--- src/rtl/mcd_pkg.sv ---
package mcd_pkg;
  localparam int unsigned FACTOR_W = 8;
  localparam int unsigned SYNC_STAGES = 2;
  localparam int unsigned STABLE_PERIODS = 2;

  typedef enum logic {
    SRC_REF = 1'b0,
    SRC_PDM = 1'b1
  } src_e;
endpackage

--- src/rtl/mcd_ctrl.sv ---
module mcd_ctrl #(
  parameter int unsigned FACTOR_W = 8
) (
  input  logic                clk_i,
  input  logic                rst_ni,
  input  logic                en_i,
  input  logic                sel_i,
  input  logic [FACTOR_W-1:0] factor_i,
  output logic [FACTOR_W-1:0] fac_o,
  output logic                sel_o,
  output logic                byp_o,
  output logic                restart_o
);
  logic [FACTOR_W-1:0] fac_q;
  logic                sel_q;
  logic                byp_q;

  assign restart_o = !en_i || (factor_i != fac_q) || (sel_i != sel_q);

  always_ff @(posedge clk_i or negedge rst_ni) begin
    if (!rst_ni) begin
      fac_q <= '0;
      sel_q <= 1'b0;
      byp_q <= 1'b0;
    end else begin
      fac_q <= factor_i;
      sel_q <= sel_i;
      byp_q <= en_i && (factor_i == FACTOR_W'(1));
    end
  end

  assign fac_o = fac_q;
  assign sel_o = sel_q;
  assign byp_o = byp_q;

  a_r5_restart_on_change: assert property (@(posedge clk_i) disable iff (!rst_ni)
    (en_i && factor_i != $past(factor_i)) |-> restart_o);
endmodule

--- src/rtl/mcd_src_tick.sv ---
module mcd_src_tick
  import mcd_pkg::*;
#(
  parameter int unsigned SYNC_STAGES = 2
) (
  input  logic clk_i,
  input  logic rst_ni,
  input  logic pdm_clk_i,
  input  logic sel_i,
  output logic tick_o
);
  logic [SYNC_STAGES:0] sh_q;
  logic                 pdm_rise;
  src_e                 src;

  always_ff @(posedge clk_i or negedge rst_ni) begin
    if (!rst_ni) sh_q <= '0;
    else         sh_q <= {sh_q[SYNC_STAGES-1:0], pdm_clk_i};
  end

  assign pdm_rise = sh_q[SYNC_STAGES-1] && !sh_q[SYNC_STAGES];
  assign src      = src_e'(sel_i);

  always_comb begin
    unique case (src)
      SRC_PDM: tick_o = pdm_rise;
      default: tick_o = 1'b1;
    endcase
  end

  a_r9_ref_every_cycle: assert property (@(posedge clk_i) disable iff (!rst_ni)
    !sel_i |-> tick_o);
  a_r9_pdm_single_tick: assert property (@(posedge clk_i) disable iff (!rst_ni)
    (sel_i && tick_o) |=> !(sel_i && tick_o && $stable(sel_i)));
endmodule

--- src/rtl/mcd_counter.sv ---
module mcd_counter #(
  parameter int unsigned FACTOR_W = 8
) (
  input  logic                clk_i,
  input  logic                rst_ni,
  input  logic                restart_i,
  input  logic                tick_i,
  input  logic [FACTOR_W-1:0] fac_i,
  output logic                lvl_o,
  output logic                stb_o,
  output logic                wrap_o
);
  logic [FACTOR_W-1:0] cnt_q;
  logic                lvl_q;
  logic                stb_q;
  logic                run;
  logic                last;

  assign run    = tick_i && (fac_i != '0) && !restart_i;
  assign last   = (cnt_q == fac_i - FACTOR_W'(1));
  assign wrap_o = run && last;

  always_ff @(posedge clk_i or negedge rst_ni) begin
    if (!rst_ni) begin
      cnt_q <= '0;
      lvl_q <= 1'b0;
      stb_q <= 1'b0;
    end else if (restart_i) begin
      cnt_q <= '0;
      lvl_q <= 1'b0;
      stb_q <= 1'b0;
    end else begin
      stb_q <= 1'b0;
      if (run) begin
        stb_q <= (cnt_q == '0);
        lvl_q <= (fac_i == FACTOR_W'(1)) ? 1'b1 : (cnt_q < (fac_i >> 1));
        cnt_q <= last ? '0 : cnt_q + FACTOR_W'(1);
      end else if (fac_i == '0) begin
        lvl_q <= 1'b0;
      end
    end
  end

  assign lvl_o = lvl_q;
  assign stb_o = stb_q;

  a_r4_cnt_range: assert property (@(posedge clk_i) disable iff (!rst_ni)
    (fac_i == '0) ? (cnt_q == '0) : (cnt_q < fac_i));
  a_r5_restart_zero: assert property (@(posedge clk_i) disable iff (!rst_ni)
    restart_i |=> (cnt_q == '0) && !stb_q);
endmodule

--- src/rtl/mcd_stable.sv ---
module mcd_stable #(
  parameter int unsigned STABLE_PERIODS = 2,
  localparam int unsigned PW = $clog2(STABLE_PERIODS + 1)
) (
  input  logic clk_i,
  input  logic rst_ni,
  input  logic restart_i,
  input  logic wrap_i,
  output logic stable_o
);
  logic [PW-1:0] per_q;

  always_ff @(posedge clk_i or negedge rst_ni) begin
    if (!rst_ni)                  per_q <= '0;
    else if (restart_i)           per_q <= '0;
    else if (wrap_i && !stable_o) per_q <= per_q + PW'(1);
  end

  assign stable_o = (per_q == PW'(STABLE_PERIODS));

  a_r7_cap: assert property (@(posedge clk_i) disable iff (!rst_ni)
    per_q <= PW'(STABLE_PERIODS));
endmodule

--- src/rtl/mod_clk_div.sv ---
module mod_clk_div #(
  parameter int unsigned FACTOR_W       = mcd_pkg::FACTOR_W,
  parameter int unsigned SYNC_STAGES    = mcd_pkg::SYNC_STAGES,
  parameter int unsigned STABLE_PERIODS = mcd_pkg::STABLE_PERIODS
) (
  input  logic                clk_i,
  input  logic                rst_ni,
  input  logic                pdm_clk_i,
  input  logic                src_sel_i,
  input  logic                en_i,
  input  logic [FACTOR_W-1:0] factor_i,
  output logic                div_clk_o,
  output logic                div_stb_o,
  output logic                stable_o
);
  logic [FACTOR_W-1:0] fac_q;
  logic                sel_q;
  logic                byp_q;
  logic                restart;
  logic                tick;
  logic                lvl;
  logic                wrap;

  mcd_ctrl #(.FACTOR_W(FACTOR_W)) u_ctrl (
    .clk_i, .rst_ni, .en_i, .sel_i(src_sel_i), .factor_i,
    .fac_o(fac_q), .sel_o(sel_q), .byp_o(byp_q), .restart_o(restart)
  );

  mcd_src_tick #(.SYNC_STAGES(SYNC_STAGES)) u_src (
    .clk_i, .rst_ni, .pdm_clk_i, .sel_i(sel_q), .tick_o(tick)
  );

  mcd_counter #(.FACTOR_W(FACTOR_W)) u_cnt (
    .clk_i, .rst_ni, .restart_i(restart), .tick_i(tick), .fac_i(fac_q),
    .lvl_o(lvl), .stb_o(div_stb_o), .wrap_o(wrap)
  );

  mcd_stable #(.STABLE_PERIODS(STABLE_PERIODS)) u_stb (
    .clk_i, .rst_ni, .restart_i(restart), .wrap_i(wrap), .stable_o
  );

  // bypass hands the raw selected source through
  assign div_clk_o = (byp_q && en_i) ? (sel_q ? pdm_clk_i : clk_i) : lvl;

  a_r2_zero_off: assert property (@(posedge clk_i) disable iff (!rst_ni)
    (factor_i == '0) |=> !div_stb_o && !stable_o && !lvl);
  a_r5_change_clears: assert property (@(posedge clk_i) disable iff (!rst_ni)
    (factor_i != $past(factor_i)) |=> !stable_o);
  a_r6_hold: assert property (@(posedge clk_i) disable iff (!rst_ni)
    (stable_o && en_i && $stable(factor_i) && $stable(src_sel_i)) |=> stable_o);
  a_r8_disabled: assert property (@(posedge clk_i) disable iff (!rst_ni)
    !en_i |=> !div_stb_o && !stable_o && !div_clk_o);
  a_r3_bypass_strobe: assert property (@(posedge clk_i) disable iff (!rst_ni)
    (en_i && !src_sel_i && factor_i == FACTOR_W'(1) && $stable(factor_i)
     && $stable(src_sel_i) && $past(en_i)) |=> div_stb_o);
endmodule

--- config.mk ---
export PLATFORM = sky130hd
export DESIGN_NAME = mod_clk_div
export DESIGN_NICKNAME = d
export VERILOG_FILES = /design/src/rtl/mcd_pkg.sv /design/src/rtl/mcd_ctrl.sv /design/src/rtl/mcd_src_tick.sv /design/src/rtl/mcd_counter.sv /design/src/rtl/mcd_stable.sv /design/src/rtl/mod_clk_div.sv
export SDC_FILE = /design/constraint.sdc
export NUM_CORES = 1
export LEC_CHECK = 0
export ABC_AREA = 0
export BUFFER_PORTS_ARGS = -buffer_cell sky130_fd_sc_hd__buf_2
export CORE_MARGIN = 2
export CORE_UTILIZATION = 50
export DETAILED_ROUTE_END_ITERATION = 10
export PLACE_DENSITY_LB_ADDON = 0.12
export SYNTH_ARGS = -nofsm -noshare
export SYNTH_HDL_FRONTEND = slang
export SYNTH_SLANG_ARGS = --single-unit
--- constraint.sdc ---
create_clock -name clk_i -period 5.3 [get_ports clk_i]
set_clock_uncertainty 0.2 [all_clocks]
set_input_delay 0.265 -clock clk_i [delete_from_list [all_inputs] [get_ports clk_i]]
set_output_delay 0.265 -clock clk_i [all_outputs]
set_load 0.01 [all_outputs]
==> metrics.cfg <==
[status]
outcome=completed

[yosys]
yosysUniqueCellTypes=36
synth_edf_count=0
async_flop_share_pct=100
yosysWarnings=0
yosysTopAreaCellShare_pct=38.7
synthCells=165
synth_most_common_cell=dfrtp_1
seq_area_frac_synth_pct=38.7
avgSynthCellArea_sq_um=9.80
ys_ff_latch=25
syn_area_sq_um=1620
synth_fp_nets=190
ys.flop_type=dfrtp_1
ys_top_cells_by_area=dfrtp_1 (39%), ha_1 (9.3%), xnor2_1 (8.1%)
synth_common_cells=dfrtp_1 (25), xnor2_1 (15), inv_1 (14), ha_1 (12)
yosys.area.top_type=dfrtp_1

[setup_path]
cp-end-kind=primary output
cp_common_cell=clkbuf_4
critPathLaunch=clk_i
slowest_stage=buf_2
required_ns=4.84
start_kind=clock port
worstPathCellList=clkbuf_4 -> clkbuf_4 -> mux2i_1 -> a31oi_1 -> buf_2
cp.arrival_ns=3.25
r2r_start=u_ctrl.fac_o[0]
path_max_fanout=2
worstSetupPathType=clock port to primary output
crit_path_max_incr_delay_ns=0.15

[timing]
timing.final.ws_setup_ns=1.58
tightest_slew_ns=0.565
setup_viol=0
rsz0062_at_grt=false
finalHoldViolCount=0
hold_slack_ns=0.141
tns_ns=0
max_slew_margin_pct=62.4
slew_violations=0

[routing]
ant_nets=0
via_per_inst=5.56
drt_iter0_drc=34
wire_per_inst_um=14.8
firstDrtPassIters=4
num_vias=1317
wirelength_mm=3.51
drc=0

[global_route]
first_global_vias=1335
track_usage_pct=22.7
grt_pass1_wl_mm=5.93
antenna_found_initial=0
grt-ovfl-total=0
grt_max_degree=26

[clocking]
clkTransAtPathRegs_ns=0.13
cts_resized=0
cts_tree=yes
clk_latency_ns=0.43
post_cts_buffers=0

[finish]
final_layout_size_suffix_gt1_share_pct=13.0
fillers=273
stdcell_area_sq_um=1880
area_growth_pct=16.1
nets=219
layoutNonFillerInstCount=237
num_antenna_cells=0

[placed_design]
port_buffers=15
gp_congestion=0.853
dpl.cell_count=218
post_dp_cell_area_sq_um=1710
pre_cts_ws_ns=1.87
hpwl_mm=2.50

[run]
maxCapViolCount=0

[power]
ir_drop_uv=192
p_leak_nw=0.890
p_per_area_nw_per_um2=199

[floorplan]
core-area_sq_um=3080
die_width_um=60.9
die_h_um=60.9
io-pin-count=16
rows=20
dieArea_sq_um=3710
start_util_pct=52.6

[worst_hold_path]
hp-class=primary input to asynchronous set/reset pin

-- what timing repair did --
action | in CTS | in global routing
hold buffers | 12 | 0
setup endpoints to repair | 0 | 0
hold endpoints to repair | 36 | 0
-- routing by layer --
metal | global-route usage (%) | share of wire, % | vias to the layer above
met1 | 24.5 | 44 | 651
met4 | 9.63 | 1.6 | 0
li1 | - | - | 638
met5 | 0 | 0 | -
met3 | 5.97 | 2.7 | 5
met2 | 41.5 | 52 | 23
-- kinds of logic (layout without fill, tap and decap cells) --
kind of cell / count (synthesis) / in the layout / synth area share [%]
fa+ha+maj: 12 / 12 / 9.28
mux: 3 / 3 / 1.86
compound gates: 31 / 31 / 14.5
flops: 25 / 25 / 38.7
xor+xnor: 20 / 20 / 10.8
buf+inv: 20 / 48 / 5.65
simple gates: 54 / 54 / 19.3
-- registers in the layout, indices dropped and copies added (netlist names) --
name / flops
u_cnt.cnt_q: 8
u_ctrl.fac_o: 8
u_src.sh_q: 3
u_stb.per_q: 2
u_cnt.lvl_o: 1
u_cnt.stb_o: 1
u_ctrl.byp_o: 1
u_ctrl.sel_o: 1
-- through the flow --
step           power (mW)  utilization, %
2_1_floorplan       0.234               -
3_3_place_gp        0.249            55.5
3_5_place_dp        0.250            55.5
4_1_cts             0.377            61.0
5_1_grt             0.392            61.0
6_report            0.373            61.0
-- where the power goes --
part,internal (mW),switching [mW],leakage (nW),total (mW)
clock network,0.0562,0.0659,0.0427,0.122
logic,0.0234,0.0240,0.525,0.0474
registers,0.195,0.00838,0.322,0.204
total,0.275,0.0982,0.890,0.373
-- final cells by class --
cell class                 instances  area [sq um]  share of cell area [%]
timing repair buffer              26           190                    10.1
sequential                        25           626                    33.3
inverter                          14          52.6                    2.80
multi-input combinational        120           901                    48.0
clock buffer                       8          53.8                    2.86
tap                               44          55.1                    2.93
-- worst paths after layout --
path                                        to  slack [ns]  depth (start not counted)
worst max-delay path                 div_clk_o        1.58                          5
worst min-delay path             u_src.sh_q[1]        0.14                          2
worst max register to register  u_cnt.cnt_q[2]        2.65                          8
worst min register to register   u_src.sh_q[1]        0.17                          0
max in group asynchronous          u_cnt.lvl_o        4.39                          2
min in group clk_i               u_src.sh_q[1]        0.17                          0
-- critical path, delay by kind of cell --
family                 cells  cell delay [ns]
buffers and inverters      3             0.38
muxes                      1             0.12
AOI/OAI and AO/OA          1             0.11
-- cell usage in the layout (no fill, tap or decap), drive strengths merged, types with 2 or more instances in the layout --
cell / synthesis / routed
nor2: 8 / 8
buf: 3 / 15
nand4: 3 / 3
a21oi: 7 / 7
nor3b: 3 / 3
dlygate4sd3: 0 / 12
nand3: 5 / 5
nand2b: 8 / 8
a31oi: 2 / 2
nor3: 7 / 7
o21ai: 5 / 5
inv: 14 / 14
ha: 12 / 12
nand2: 7 / 7
xnor2: 15 / 15
nor4: 6 / 6
and3: 5 / 5
a21o: 4 / 4
clkbuf: 3 / 7
xor2: 5 / 5
a211o: 4 / 4
mux2i: 3 / 3
dfrtp: 25 / 25
No activity file was read; power rests on OpenSTA's default activity.
